<file path="config.mk">
export PLATFORM = sky130hd
export DESIGN_NAME = gpio_mask_port
export DESIGN_NICKNAME = d
export VERILOG_FILES = /design/src/rtl/gpio_port_pkg.sv /design/src/rtl/gpio_lane_expand.sv /design/src/rtl/gpio_cfg_regs.sv /design/src/rtl/gpio_out_latch.sv /design/src/rtl/gpio_mask_port.sv
export SDC_FILE = /design/constraint.sdc
export NUM_CORES = 1
export LEC_CHECK = 0
export ABC_AREA = 1
export BUFFER_PORTS_ARGS = -buffer_cell sky130_fd_sc_hd__buf_4
export CORE_UTILIZATION = 57
export DETAILED_ROUTE_END_ITERATION = 7
export PLACE_DENSITY_LB_ADDON = 0.08
export SLEW_MARGIN = 20
export SYNTH_ARGS = -nofsm -noshare
export SYNTH_HDL_FRONTEND = slang
export SYNTH_HIERARCHICAL = 1
export SYNTH_SLANG_ARGS = --single-unit
</file>
<file path="constraint.sdc">
create_clock -name clk_i -period 2.5 [get_ports clk_i]
set_input_delay 0.125 -clock clk_i [delete_from_list [all_inputs] [get_ports clk_i]]
set_output_delay 0.125 -clock clk_i [all_outputs]
set_load 0.02 [all_outputs]
</file>
<file path="src/rtl/gpio_port_pkg.sv">
package gpio_port_pkg;
  typedef enum logic [1:0] {
    REG_DIR  = 2'd0,
    REG_MASK = 2'd1,
    REG_SET  = 2'd2,
    REG_CLR  = 2'd3
  } reg_sel_e;
endpackage

</file>
<file path="src/rtl/gpio_lane_expand.sv">
module gpio_lane_expand #(
  parameter int DATA_W = 32,
  parameter int LANE_W = 8,
  localparam int NLANES = DATA_W / LANE_W
) (
  input  logic [NLANES-1:0] be_i,
  output logic [DATA_W-1:0] lane_mask_o
);
  for (genvar k = 0; k < NLANES; k++) begin : g_lane
    assign lane_mask_o[k*LANE_W +: LANE_W] = {LANE_W{be_i[k]}};
  end
endmodule

</file>
<file path="src/rtl/gpio_cfg_regs.sv">
module gpio_cfg_regs #(
  parameter int DATA_W = 32
) (
  input  logic              clk_i,
  input  logic              rst_ni,
  input  logic              dir_we_i,
  input  logic              mask_we_i,
  input  logic [DATA_W-1:0] lane_mask_i,
  input  logic [DATA_W-1:0] wdata_i,
  output logic [DATA_W-1:0] dir_o,
  output logic [DATA_W-1:0] mask_o
);
  logic [DATA_W-1:0] dir_q, mask_q;

  always_ff @(posedge clk_i or negedge rst_ni) begin
    if (!rst_ni) begin
      dir_q  <= '0;
      mask_q <= '0;
    end else begin
      if (dir_we_i)  dir_q  <= (dir_q  & ~lane_mask_i) | (wdata_i & lane_mask_i);
      if (mask_we_i) mask_q <= (mask_q & ~lane_mask_i) | (wdata_i & lane_mask_i);
    end
  end

  assign dir_o  = dir_q;
  assign mask_o = mask_q;


  cfg_lane_keep_chk: assert property (@(posedge clk_i) disable iff (!rst_ni)
    (dir_we_i || mask_we_i) |=>
      (((dir_q ^ $past(dir_q)) | (mask_q ^ $past(mask_q))) & ~$past(lane_mask_i)) == '0);
endmodule

</file>
<file path="src/rtl/gpio_out_latch.sv">
module gpio_out_latch #(
  parameter int DATA_W = 32
) (
  input  logic              clk_i,
  input  logic              rst_ni,
  input  logic [DATA_W-1:0] set_i,
  input  logic [DATA_W-1:0] clr_i,
  input  logic [DATA_W-1:0] en_i,
  output logic [DATA_W-1:0] out_o
);
  logic [DATA_W-1:0] out_q, set_eff, clr_eff;

  assign set_eff = set_i & en_i;
  assign clr_eff = clr_i & en_i;

  // clear takes priority over set on the same pin
  always_ff @(posedge clk_i or negedge rst_ni) begin
    if (!rst_ni) out_q <= '0;
    else         out_q <= (out_q | set_eff) & ~clr_eff;
  end

  assign out_o = out_q;


  set_high_chk: assert property (@(posedge clk_i) disable iff (!rst_ni)
    (|(set_i & en_i & ~clr_i)) |=> ((~out_q & $past(set_i & en_i & ~clr_i)) == '0));

  clr_low_chk: assert property (@(posedge clk_i) disable iff (!rst_ni)
    (|(clr_i & en_i)) |=> ((out_q & $past(clr_i & en_i)) == '0));

  blocked_hold_chk: assert property (@(posedge clk_i) disable iff (!rst_ni)
    1'b1 |=> (((out_q ^ $past(out_q)) & ~$past((set_i | clr_i) & en_i)) == '0));
endmodule

</file>
<file path="src/rtl/gpio_mask_port.sv">
module gpio_mask_port
  import gpio_port_pkg::*;
#(
  parameter int DATA_W = 32,
  parameter int LANE_W = 8,
  parameter int ADDR_W = 4,
  localparam int NLANES = DATA_W / LANE_W
) (
  input  logic              clk_i,
  input  logic              rst_ni,
  input  logic [ADDR_W-1:0] addr_i,
  input  logic              we_i,
  input  logic [NLANES-1:0] be_i,
  input  logic [DATA_W-1:0] wdata_i,
  output logic [DATA_W-1:0] rdata_o,
  input  logic [DATA_W-1:0] fsel_i,
  output logic [DATA_W-1:0] pin_o,
  output logic [DATA_W-1:0] dir_o
);
  reg_sel_e          sel;
  logic [DATA_W-1:0] lane_mask, wdata_lanes, dir_q, mask_q, en, set_v, clr_v;

  assign sel = reg_sel_e'(addr_i[3:2]);

  gpio_lane_expand #(.DATA_W(DATA_W), .LANE_W(LANE_W)) u_lanes (
    .be_i        (be_i),
    .lane_mask_o (lane_mask)
  );

  gpio_cfg_regs #(.DATA_W(DATA_W)) u_cfg (
    .clk_i       (clk_i),
    .rst_ni      (rst_ni),
    .dir_we_i    (we_i && sel == REG_DIR),
    .mask_we_i   (we_i && sel == REG_MASK),
    .lane_mask_i (lane_mask),
    .wdata_i     (wdata_i),
    .dir_o       (dir_q),
    .mask_o      (mask_q)
  );

  assign wdata_lanes = wdata_i & lane_mask;
  assign en    = dir_q & ~mask_q & ~fsel_i;
  assign set_v = (we_i && sel == REG_SET) ? wdata_lanes : '0;
  assign clr_v = (we_i && sel == REG_CLR) ? wdata_lanes : '0;

  gpio_out_latch #(.DATA_W(DATA_W)) u_latch (
    .clk_i  (clk_i),
    .rst_ni (rst_ni),
    .set_i  (set_v),
    .clr_i  (clr_v),
    .en_i   (en),
    .out_o  (pin_o)
  );

  always_comb begin
    unique case (sel)
      REG_DIR:  rdata_o = dir_q;
      REG_MASK: rdata_o = mask_q;
      REG_SET:  rdata_o = pin_o;
      default:  rdata_o = '0;
    endcase
  end

  assign dir_o = dir_q;


  rst_zero_chk: assert property (@(posedge clk_i)
    !rst_ni |-> (pin_o == '0 && dir_o == '0));

  clr_read_zero_chk: assert property (@(posedge clk_i) disable iff (!rst_ni)
    (addr_i[3:2] == 2'd3) |-> (rdata_o == '0));

  write_settle_chk: assert property (@(posedge clk_i) disable iff (!rst_ni)
    !we_i |=> $stable(pin_o));
endmodule

</file>
# After elaboration in Yosys (flattened, before gate mapping)
# Index checks and enable logic that the tools add are counted.
# W data, S select, Z words.
[totals]
register_bits = 96
[op_classes]
reduce_logical = 5
n_eq_ne = 3
n_mux = 3
bitwise_logic = 15
[ops]
columns = ["op", "count"]
rows = [
  ["$and A32 B32 Y32", 8],
  ["$not A32 Y32", 4],
  ["$or A32 B32 Y32", 3],
  ["$pmux W32 S3", 1],
  ["$mux W32", 2],
  ["$eq A2 B2 Y1 const B", 2],
  ["$logic_and A1 B1 Y1", 4],
  ["$eq A2 B1 Y1 const B", 1],
  ["$logic_not A2 Y1", 1],
]

# Depth between registers and ports, before layout
# Gate-level depths: netlist (run 1).
[depth]
depth_word = 6
mapped_depth = 9
depth_no_buf = 7

# By module
# Netlist (run 1), hierarchy kept.
[by_module_without_submodules]
columns = ["mod", "area_each_um2", "cells_each", "n_inst"]
rows = [
  ["gpio_cfg_regs", 2796.4, 334, 1],
  ["gpio_out_latch", 1521.5, 224, 1],
  ["gpio_mask_port", 1350.0, 287, 1],
  ["gpio_lane_expand", 240.2, 32, 1],
]

# Least setup slack after synthesis (run 1)
# OpenSTA, ideal clock, no wires.
[synth_path]
path_type = "in2reg"
from = "input addr_i[2]"
to = "register with a tool-made name"
arrival_ns = 1.157
path_buffers = 4
t_required_ns = 2.384
path_stages = 9
slack_ns = 1.227
setup_time_ns = 0.116
cell_sequence = "buf_2 > inv_2 > buf_2 > nor3_1 > buf_6 > buf_6 > nand2_1 > nand2_1 > nand2_1"
[synth_lines]
columns = ["element", "line", "rtl"]
rows = [
  ["from (decl)", "gpio_mask_port.sv:11", "input logic [ADDR_W-1:0] addr_i,"],
]

# Worst setup path after layout (run 1)
[layout_path]
from = "input addr_i[2]"
to = "output rdata_o[28]"
[layout_between]
elab_chain_cells = 2
[layout_lines]
columns = ["element", "line", "rtl"]
rows = [
  ["$eq A2 B2 Y1, or another cell as far along", "gpio_mask_port.sv:56", "unique case (sel)"],
  ["$pmux W32 S3 *", "gpio_mask_port.sv:56", ""],
  ["to (decl)", "gpio_mask_port.sv:15", "output logic [DATA_W-1:0] rdata_o,"],
]
# Mark *: on every way between the ends. The rest lies on a longest branch, timed or not.

==> out/results.txt, run 1 <==
Status: completed
Final instance area: 7230 um2
Share of cells above drive strength 1: 0.201
Reg clk slew, reported paths: 100 ps
Clock Skew: 9.10 ps
Routed vias: 5947
Antenna violations before repair: 0
Fin crit share: 0.758
Total Power: 4.84 mW
Syn avg cell area: 6.74 um2
Post-route DRC: 0
Skew-Pair Late Insertion Delay: 360 ps
Hold-fix buffers at CTS: 4
CTS Buffer Depth: 2
Post-place setup slack: 586 ps
Setup Fix Bufs, Post-CTS: 0
Syn Std Cell Area: 5910 um2
R2R Path End: u_latch/out_o[16]
Routed length per placed instance: 13.9 um
Vias in the first global route: 5265
Critical-path maximum fanout: 36
Hold depth: 3
Worst VDD drop: 0.305 mV
Slowest CP cell: nor2_2
Minimum clock period: 1890 ps
Post-layout util: 0.729
Most common cell after layout, fill and taps aside: nand2_1
DP Wirelength: 9930 um
Slew Limit Headroom: 0.534
Fin. Hold Viols: 0
Setup slack after layout: 605 ps
Crit path DAT: 1770 ps
Starting DRT DRC Count: 405
Synth Instances: 877
Fill cells: 876
Register area share after synthesis: 0.407
Dpl cell area: 6960 um2
Max-cap viol count: 0
Setup CP Type: in2out
Syn. warnings: 6
Die Y: 104 um
Crit path required time: 2380 ps
Syn nets: 952
FMAX: 528 MHz
CP most frequent cell: buf_4
Vias/cell: 5.20
First-pass GRT wire length: 25800 um
TritonCTS Buffers: 9
Pin count of the biggest net entering global routing: 47
Placed cells: 1123
Sink Count: 96
R2R cell count: 5
Row count: 36
Crit end category: output pin
Detailed Routing Iterations Pass 1: 5
Total grt overflow: 0
Min Hold Slack: 9.48 ps
Crit path largest cell delay: 550 ps
Worst-margin pin slew: 698 ps
Post-Layout Cell Count: 1144
RSZ-0062 raised after global routing: false
CTS tree: built
Number of routed nets with antenna violations: 0
CTS root buf: clkbuf_8
Htree depth: 3
Total track usage: 0.298
P&R area growth vs syn: 22.3%
Most frequent cells in the layout: 384 x nand2_1, 181 x buf_4, 162 x nand3_1
PortBufs: 168
Crit path max-delay family: buffers and inverters
HP Class: in2reg
Buffers & Inverters on Critical Path: 3
Placer Congestion: 0.779
Die Wd: 104 um
Total wire length: 15900 um
Final net count: 1081
Initial Util: 0.596
Post-CTS sizing: 0
Sum Neg Setup Slack: 0 ps
Lkg Pwr: 3.78 nW
Core area: 9910 um2
Inserted Diodes: 0
Reg2Reg Setup Slack: 1440 ps
Crit path launch type: primary input
Synth unique cells: 14
Final setup viols: 0
Die ar.: 10800 um2
Crit path cell chain: buf_4, nor2_2, buf_4, nand2_1, nand3_1, buf_4
IO Pins: 171
Min-delay src: wdata_i[0]
P per Cell Area: 669 nW/um2
Count of pins over their slew limit: 0
FF+latch count, synth: 96
Crit path from: addr_i[2]
## Yosys cell counts
cell	n	area share
clkbuf_1	2	0.0013
buf_6	13	0.025
buf_4	33	0.042
dfrtp_1	96	0.41
nand3_1	162	0.14
nor2_1	64	0.041
nand2_1	384	0.24
nor3b_1	32	0.041
nor3_1	2	0.0017
inv_2	2	0.0013
nor2_2	1	0.0011
buf_2	20	0.017
buf_1	1	0.00063
inv_1	65	0.041
## where the power goes
part	switching (mW)	internal [mW]	leakage [nW]	total (mW)
registers	0.269	1.84	1.11	2.11
logic	0.934	0.672	2.56	1.61
clock network	0.558	0.566	0.110	1.12
total	1.76	3.08	3.78	4.84
## kinds of logic (layout without fill, tap and decap cells)
family / Yosys count / after routing / synth area share
flops: 96 / 96 / 0.407
buf+inv: 136 / 270 / 0.128
simple gates: 645 / 645 / 0.465
## worst register-to-register path: stages (launching register included)
cell and delay [ps]:
dfrtp_1 410, nor3b_1 280, nand2_1 100, nand2_1 90, nand2_1 70, inv_1 50
## layout make-up
cell class                 count  area (um2)  share of cell area
sequential                    96        2400               0.332
inverter                      67         251              0.0348
clock buffer                   9         124              0.0171
tap                          133         166              0.0230
multi-input combinational    645        2760               0.382
clock inverter                 7        95.1              0.0132
timing repair buffer         187        1430               0.198
## per-layer routing
layer | track usage | share of wire
met1 | 0.405 | 0.43
met2 | 0.475 | 0.47
met3 | 0.0579 | 0.082
met4 | 0.104 | 0.017
met5 | 0 | 0
## how the worst max path moves through the flow
stage	endpoint	depth (start not counted)
floorplan	flip-flop	9
global placement	flip-flop	7
detailed placement	flip-flop	7
CTS	rdata_o[28]	6
global route	rdata_o[28]	6
finish	rdata_o[28]	6
No activity file was read; power rests on OpenSTA's default activity.
==> run 2: changes to the inputs <==
--- a/config.mk
+++ b/config.mk
@@ -7,7 +7,7 @@
 export LEC_CHECK = 0
 export ABC_AREA = 1
 export BUFFER_PORTS_ARGS = -buffer_cell sky130_fd_sc_hd__buf_4
-export CORE_UTILIZATION = 57
+export CORE_UTILIZATION = 48
 export DETAILED_ROUTE_END_ITERATION = 7
 export PLACE_DENSITY_LB_ADDON = 0.08
 export SLEW_MARGIN = 20
==> constraint.sdc (replaced) <==
create_clock -name clk_i -period 1.6 [get_ports clk_i]
set_input_delay 0.08 -clock clk_i [delete_from_list [all_inputs] [get_ports clk_i]]
set_output_delay 0.08 -clock clk_i [all_outputs]
set_load 0.02 [all_outputs]
==> run 2 against run 1 <==
Hold slack gained 8.8 ps. Clock skew decreased by 4.2 ps. Critical endpoint unchanged. Wire length increased by 6.0%. Design area up 7.3%.
==> out/results.txt, run 2 (synthesized netlist as in run 1, its figures left out) <==
Starting DRT DRC Count: 399 (-1.5%)
Final setup viols: 0 (unchanged)
FMAX: 817 MHz
Max-cap viol count: 0 (unchanged)
Clock Skew: 4.92 ps (-4.17 ps)
Core area: 12000 um2 (+21%)
Slew Limit Headroom: 0.674 (+0.140)
Vias/cell: 5.07 (-2.4%)
Routed vias: 6059 (+1.9%)
Sum Neg Setup Slack: 0 ps (unchanged)
Crit path launch type: flip-flop
Hold depth: 5 (+2)
Crit path DAT: 1140 ps (-630 ps)
Vias in the first global route: 5487 (+4.2%)
P&R area growth vs syn: 31.2%
DP Wirelength: 11000 um (+11%)
Critical-path maximum fanout: 3 (-92%)
Lkg Pwr: 4.00 nW (+5.9%)
Routed length per placed instance: 14.1 um (+1.5%)
Antenna violations before repair: 0 (unchanged)
First-pass GRT wire length: 27600 um (+6.9%)
CTS root buf: clkbuf_16
CP most frequent cell: nand3_1
Total track usage: 0.275 (-0.0224)
Crit path cell chain: nand3_1, nand3_1, buf_4
PortBufs: 168 (unchanged)
Inserted Diodes: 0 (unchanged)
Total Power: 8.37 mW (+73%)
Htree depth: 3 (unchanged)
Total grt overflow: 0 (unchanged)
Crit path required time: 1520 ps (-860 ps)
Worst VDD drop: 0.853 mV (+180%)
Number of routed nets with antenna violations: 0 (unchanged)
Sink Count: 96 (unchanged)
Post-place setup slack: 293 ps (-292 ps)
Setup slack after layout: 376 ps (-229 ps)
Die Wd: 113 um (+8.8%)
Worst-margin pin slew: 489 ps (-209 ps)
Gate power share: 0.309 (-0.023)
Placer Congestion: 0.817 (+4.9%)
Most frequent cells in the layout: 384 x nand2_1, 187 x buf_4, 162 x nand3_1
Total wire length: 16800 um (+6.0%)
Clk pwr share: 0.296 (+0.064)
Net Sw Frac: 0.336 (-0.0284)
Crit path largest cell delay: 410 ps (-140 ps)
HP Class: in2reg
Slowest CP cell: dfrtp_1
Status: completed
CTS Buffer Depth: 2 (unchanged)
Reg clk slew, reported paths: 70 ps (-30 ps)
Fin crit share: 0.765
Pint: 5.56 mW (+81%)
Min Hold Slack: 18.2 ps (+8.75 ps)
Die Y: 113 um (+8.8%)
Detailed Routing Iterations Pass 1: 5 (unchanged)
P per Cell Area: 1080 nW/um2 (+61%)
RSZ-0062 raised after global routing: false
Row count: 40 (+11%)
Skew-Pair Late Insertion Delay: 350 ps (about the same)
Final net count: 1118 (+3.4%)
Sw power: 2.81 mW (+60%)
Setup CP Type: reg2out
R2R cell count: 5 (unchanged)
CTS tree: built
Placed cells: 1146 (+2.0%)
Fin. Hold Viols: 0 (unchanged)
Reg power frac: 0.395 (-0.041)
Most common cell after layout, fill and taps aside: nand2_1
Crit end category: output pin
TritonCTS Buffers: 9 (unchanged)
IO Pins: 171 (unchanged)
Initial Util: 0.492 (-0.104)
Pin count of the biggest net entering global routing: 43 (-8.5%)
Post-Layout Cell Count: 1194 (+4.4%)
Count of pins over their slew limit: 0 (unchanged)
Post-route DRC: 0 (unchanged)
Share of cells above drive strength 1: 0.200 (-0.00117)
Minimum clock period: 1220 ps
Die ar.: 12800 um2 (+18%)
Setup Fix Bufs, Post-CTS: 0 (unchanged)
[run 2: cell types whose count changed in the layout (fill, tap and decap cells not counted), sizes merged]
cell         delta
buf             +9
clkinv          -3
bufinv          +1
dlygate4sd3    +28
clkbuf          +3
clkinvlp        -1
inv             -1
[run 2: final timing paths]
path	startpoint	endpoint	slack [ps]
min reg2reg	flip-flop	flip-flop	500
max	flip-flop	rdata_o[28]	380
max reg2reg	flip-flop	u_latch/out_o[24]	540
min	fsel_i[27]	u_latch/out_o[27]	20
max in group asynchronous	rst_ni	asynchronous set/reset pin	760
min in group asynchronous	rst_ni	u_latch/out_o[4]	230
[run 2: stage by stage]
stage | area, um2 | util
after global routing | 7750 | 0.645
after detailed placement | 7090 | 0.590
after floorplan | 5910 | -
final | 7750 | 0.645
after global placement | 7090 | 0.590
after CTS | 7750 | 0.645
[run 2: repair_timing]
| item | in CTS | in global routing |
|---|---|---|
| endpoints found under the hold margin | 93 | 0 |
| hold buffers | 33 | 0 |
| resized for setup | 0 | 0 |
[run 2: critical path: cells and delay by family (launching register included)]
family	cells	cell delay [ps]
flip-flops	1	410
AND/OR/NAND/NOR	2	210
buffers and inverters	1	180
[run 2: area by class of cell]
type                    count  area, um2
clock inverters             3       90.1
multi-input cells         645       2760
fillers                  1126       4260
well taps                 147        184
repair buffers            224       1810
flip-flops and latches     96       2400
inverters                  67        251
clock buffers              12        246
[run 2: power groups by stage]
| stage | Clock (mW) | Combinational [mW] | Sequential (mW) |
|---|---|---|---|
| final | 2.48 | 2.59 | 3.30 |
| after global routing | 2.64 | 2.83 | 3.37 |
| after CTS | 2.54 | 2.60 | 3.30 |
| after detailed placement | 0 | 2.52 | 3.34 |
| after global placement | 0 | 2.49 | 3.34 |
| after floorplan | 0 | 1.13 | 3.61 |
[run 2: metal layers]
| layer | up-vias | track usage | part of all wire |
|---|---|---|---|
| met5 | - | 0 | 0 |
| met4 | 0 | 0.0702 | 0.011 |
| met3 | 14 | 0.0611 | 0.062 |
| met2 | 215 | 0.462 | 0.48 |
| met1 | 2789 | 0.362 | 0.45 |
| li1 | 3041 | - | - |
==> run 3: changes to the inputs <==
--- a/config.mk
+++ b/config.mk
@@ -5,9 +5,9 @@
 export SDC_FILE = /design/constraint.sdc
 export NUM_CORES = 1
 export LEC_CHECK = 0
-export ABC_AREA = 1
+export ABC_AREA = 0
 export BUFFER_PORTS_ARGS = -buffer_cell sky130_fd_sc_hd__buf_4
-export CORE_UTILIZATION = 48
+export CORE_UTILIZATION = 47
 export DETAILED_ROUTE_END_ITERATION = 7
 export PLACE_DENSITY_LB_ADDON = 0.08
 export SLEW_MARGIN = 20
==> constraint.sdc (replaced) <==
create_clock -name clk_i -period 1.1 [get_ports clk_i]
set_input_delay 0.055 -clock clk_i [delete_from_list [all_inputs] [get_ports clk_i]]
set_output_delay 0.055 -clock clk_i [all_outputs]
set_load 0.02 [all_outputs]
==> run 3 against run 2 <==
The flow now finishes with violations (design-rule violations, negative setup slack). Sequential power is 49% higher. First-iteration DRC count is 27% lower. Final cell count is 20% lower. Non-clock buffer count is 93 higher. Via count is 14% lower. Setup slack worse by 520 ps. Total power is 78% higher. Global-route usage is 0.55 points higher. Register-to-register slack worse by 540 ps. Clock power is 52% higher. Flip-flop and latch count stayed put. Sequential share of layout area is 4.3 points lower. Critical path type unchanged. Largest cell class unchanged. Highest routed layer unchanged.
==> out/results.txt, run 3 <==
Most common cell after layout, fill and taps aside: buf_4
Routed vias: 5227 (-14%)
Most frequent cells in the layout: 187 x buf_4, 96 x dfrtp_1, 64 x nor2_1
Count of pins over their slew limit: 0 (unchanged)
Slew Limit Headroom: 0.768 (+0.0937)
Syn nets: 620 (-35%)
Worst VDD drop: 1.04 mV (+22%)
Pin count of the biggest net entering global routing: 43 (unchanged)
Final net count: 888 (-21%)
Number of routed nets with antenna violations: 0 (unchanged)
Critical-path maximum fanout: 2 (-1)
PortBufs: 168 (unchanged)
Placer Congestion: 0.750 (-8.2%)
Share of cells above drive strength 1: 0.539 (+0.339)
Primary FF master, synth: dfrtp_1
Die ar.: 12300 um2 (-3.3%)
FMAX: 803 MHz
Vias in the first global route: 5288 (-3.6%)
Crit path capture: rdata_o[20]
Vias/cell: 5.44 (+7.3%)
Detailed Routing Iterations Pass 1: 7 (+2)
Fin. Hold Viols: 0 (unchanged)
Crit path DAT: 1190 ps (+50 ps)
Register area share after synthesis: 0.430 (+0.0229)
Synth area leaders: dfrtp_1 43%, mux2_2 7.2%, a21oi_1 5.7%
Synth Instances: 545 (-38%)
Metal1 wirelength: 7220 um (-4.2%)
Die Wd: 111 um (-1.6%)
CTS tree: built
Total wire length: 17600 um (+4.9%)
Starting DRT DRC Count: 290 (-27%)
Antenna violations before repair: 0 (unchanged)
Crit path launch type: flip-flop
Total track usage: 0.281 (+0.00552)
R2R cell count: 4 (-1)
Area leader, netlist: dfrtp_1
Status: finished with violations
Met2 Wirelength: 9000 um (+12%)
Synth cell count leaders: 96 x dfrtp_1, 65 x nand2_1, 64 x a21oi_1, 64 x nor2_1, 36 x mux2_2
Inserted Diodes: 0 (unchanged)
Setup CP Type: reg2out
Max-cap viol count: 0 (unchanged)
Reg clk slew, reported paths: 70 ps (about the same)
IO Pins: 171 (unchanged)
Total Power: 14.9 mW (+78%)
Fin crit share: 1.13
Sink Count: 96 (unchanged)
Total grt overflow: 0 (unchanged)
DP Wirelength: 10500 um (-4.2%)
HP Class: in2reg
Synth top area share: 0.430 (+0.0229)
Post-Layout Cell Count: 960 (-20%)
Min-delay src: fsel_i[9]
Lkg Pwr: 4.19 nW (+4.6%)
Die Y: 111 um (-1.6%)
Post-synth EDFFs: 0 (unchanged)
Routed length per placed instance: 18.4 um (+30%)
Syn. warnings: 6 (unchanged)
Syn Std Cell Area: 5590 um2 (-5.3%)
FF+latch count, synth: 96 (unchanged)
Row count: 39 (-2.5%)
RSZ-0062 raised after global routing: true
Crit path required time: 1040 ps (-480 ps)
CTS Buffer Depth: 2 (unchanged)
Clock Skew: 7.39 ps (+2.47 ps)
CTS root buf: clkbuf_16
P&R area growth vs syn: 60.9%
Core area: 11500 um2 (-4.1%)
TritonCTS Buffers: 9 (unchanged)
Initial Util: 0.486 (-0.00622)
Highest Signal Layer: met4
Failing checks: design-rule violations, negative setup slack
WL met3: 956 um (-9.0%)
Syn avg cell area: 10.3 um2 (+52%)
Placed cells: 820 (-28%)
Final setup viols: 33 (+33)
Setup slack after layout: -146 ps (-522 ps)
First-pass GRT wire length: 27300 um (-0.98%)
Synth unique cells: 20 (+6)
P per Cell Area: 1650 nW/um2 (+53%)
Htree depth: 3 (unchanged)
Reg2Reg Setup Slack: 0 ps (-540 ps)
Crit end category: output pin
R2R Path End: u_latch/out_o[19]
Skew-Pair Late Insertion Delay: 350 ps (about the same)
FFs w/ async S/R, synth: 1.00 (unchanged)
Most common cell in the netlist: dfrtp_1
Worst-margin pin slew: 348 ps (-140 ps)
Minimum clock period: 1250 ps
Post-route DRC: 22 (+22)
[run 3: critical path, stage by stage (launching register included)]
cell	delay, ps
dfrtp_1	390
mux2i_1	90
o2bb2ai_1	180
buf_4	180
[run 3: how the worst min path moves through the flow]
stage / end / slack (ps) / cells after the start
after floorplan: asynchronous set/reset pin / -240 / 0
after global placement: asynchronous set/reset pin / -40 / 1
after detailed placement: asynchronous set/reset pin / -40 / 1
after CTS: u_latch/out_o[0] / 0.3 / 3
after global routing: u_latch/out_o[9] / 6 / 3
final: u_latch/out_o[9] / 10 / 3
[run 3: cell families after synthesis]
group	Yosys count	synth area share
buffers and inverters	60	0.0859
AO/OA/AOI/OAI	96	0.130
multiplexers	96	0.189
flip-flops	96	0.430
AND/OR/NAND/NOR	197	0.166
[run 3: timing repair]
item	CTS	global route
pin swaps	24	17
hold buffers	60	0
endpoints found under the hold margin	187	0
endpoints found under the setup margin	32	88
gates resized for setup	28	81
setup buffers	60	8
[run 3: per-layer routing]
layer	vias up	track usage
li1	2428	-
met1	2551	0.357
met2	211	0.480
met3	37	0.0388
met4	0	0.118
met5	-	0
[run 3: power by group]
| part | switching, mW | internal (mW) |
|---|---|---|
| registers | 0.620 | 4.29 |
| logic | 2.83 | 3.36 |
| clock network | 1.34 | 2.43 |
[run 3: layout make-up]
cell class	instances	area [um2]
clock buffer	9	225
clock inverter	6	133
fill	735	2520
tap	143	179
multi-input combinational	389	3180
sequential	96	2400
timing repair buffer	317	2880
[run 3: through the flow]
step	setup slack [ps]	utilization	area (um2)	setup TNS, ps	hold slack [ps]
floorplan	-138	-	5830	-6200	-241
global placement	-86.2	0.615	7090	-3840	-44.6
detailed placement	-102	0.615	7090	-5930	-41.4
CTS	-115	0.747	8610	-2940	0.301
global route	-208	0.782	9000	-5030	5.57
finish	-146	0.782	9000	-2990	12.2
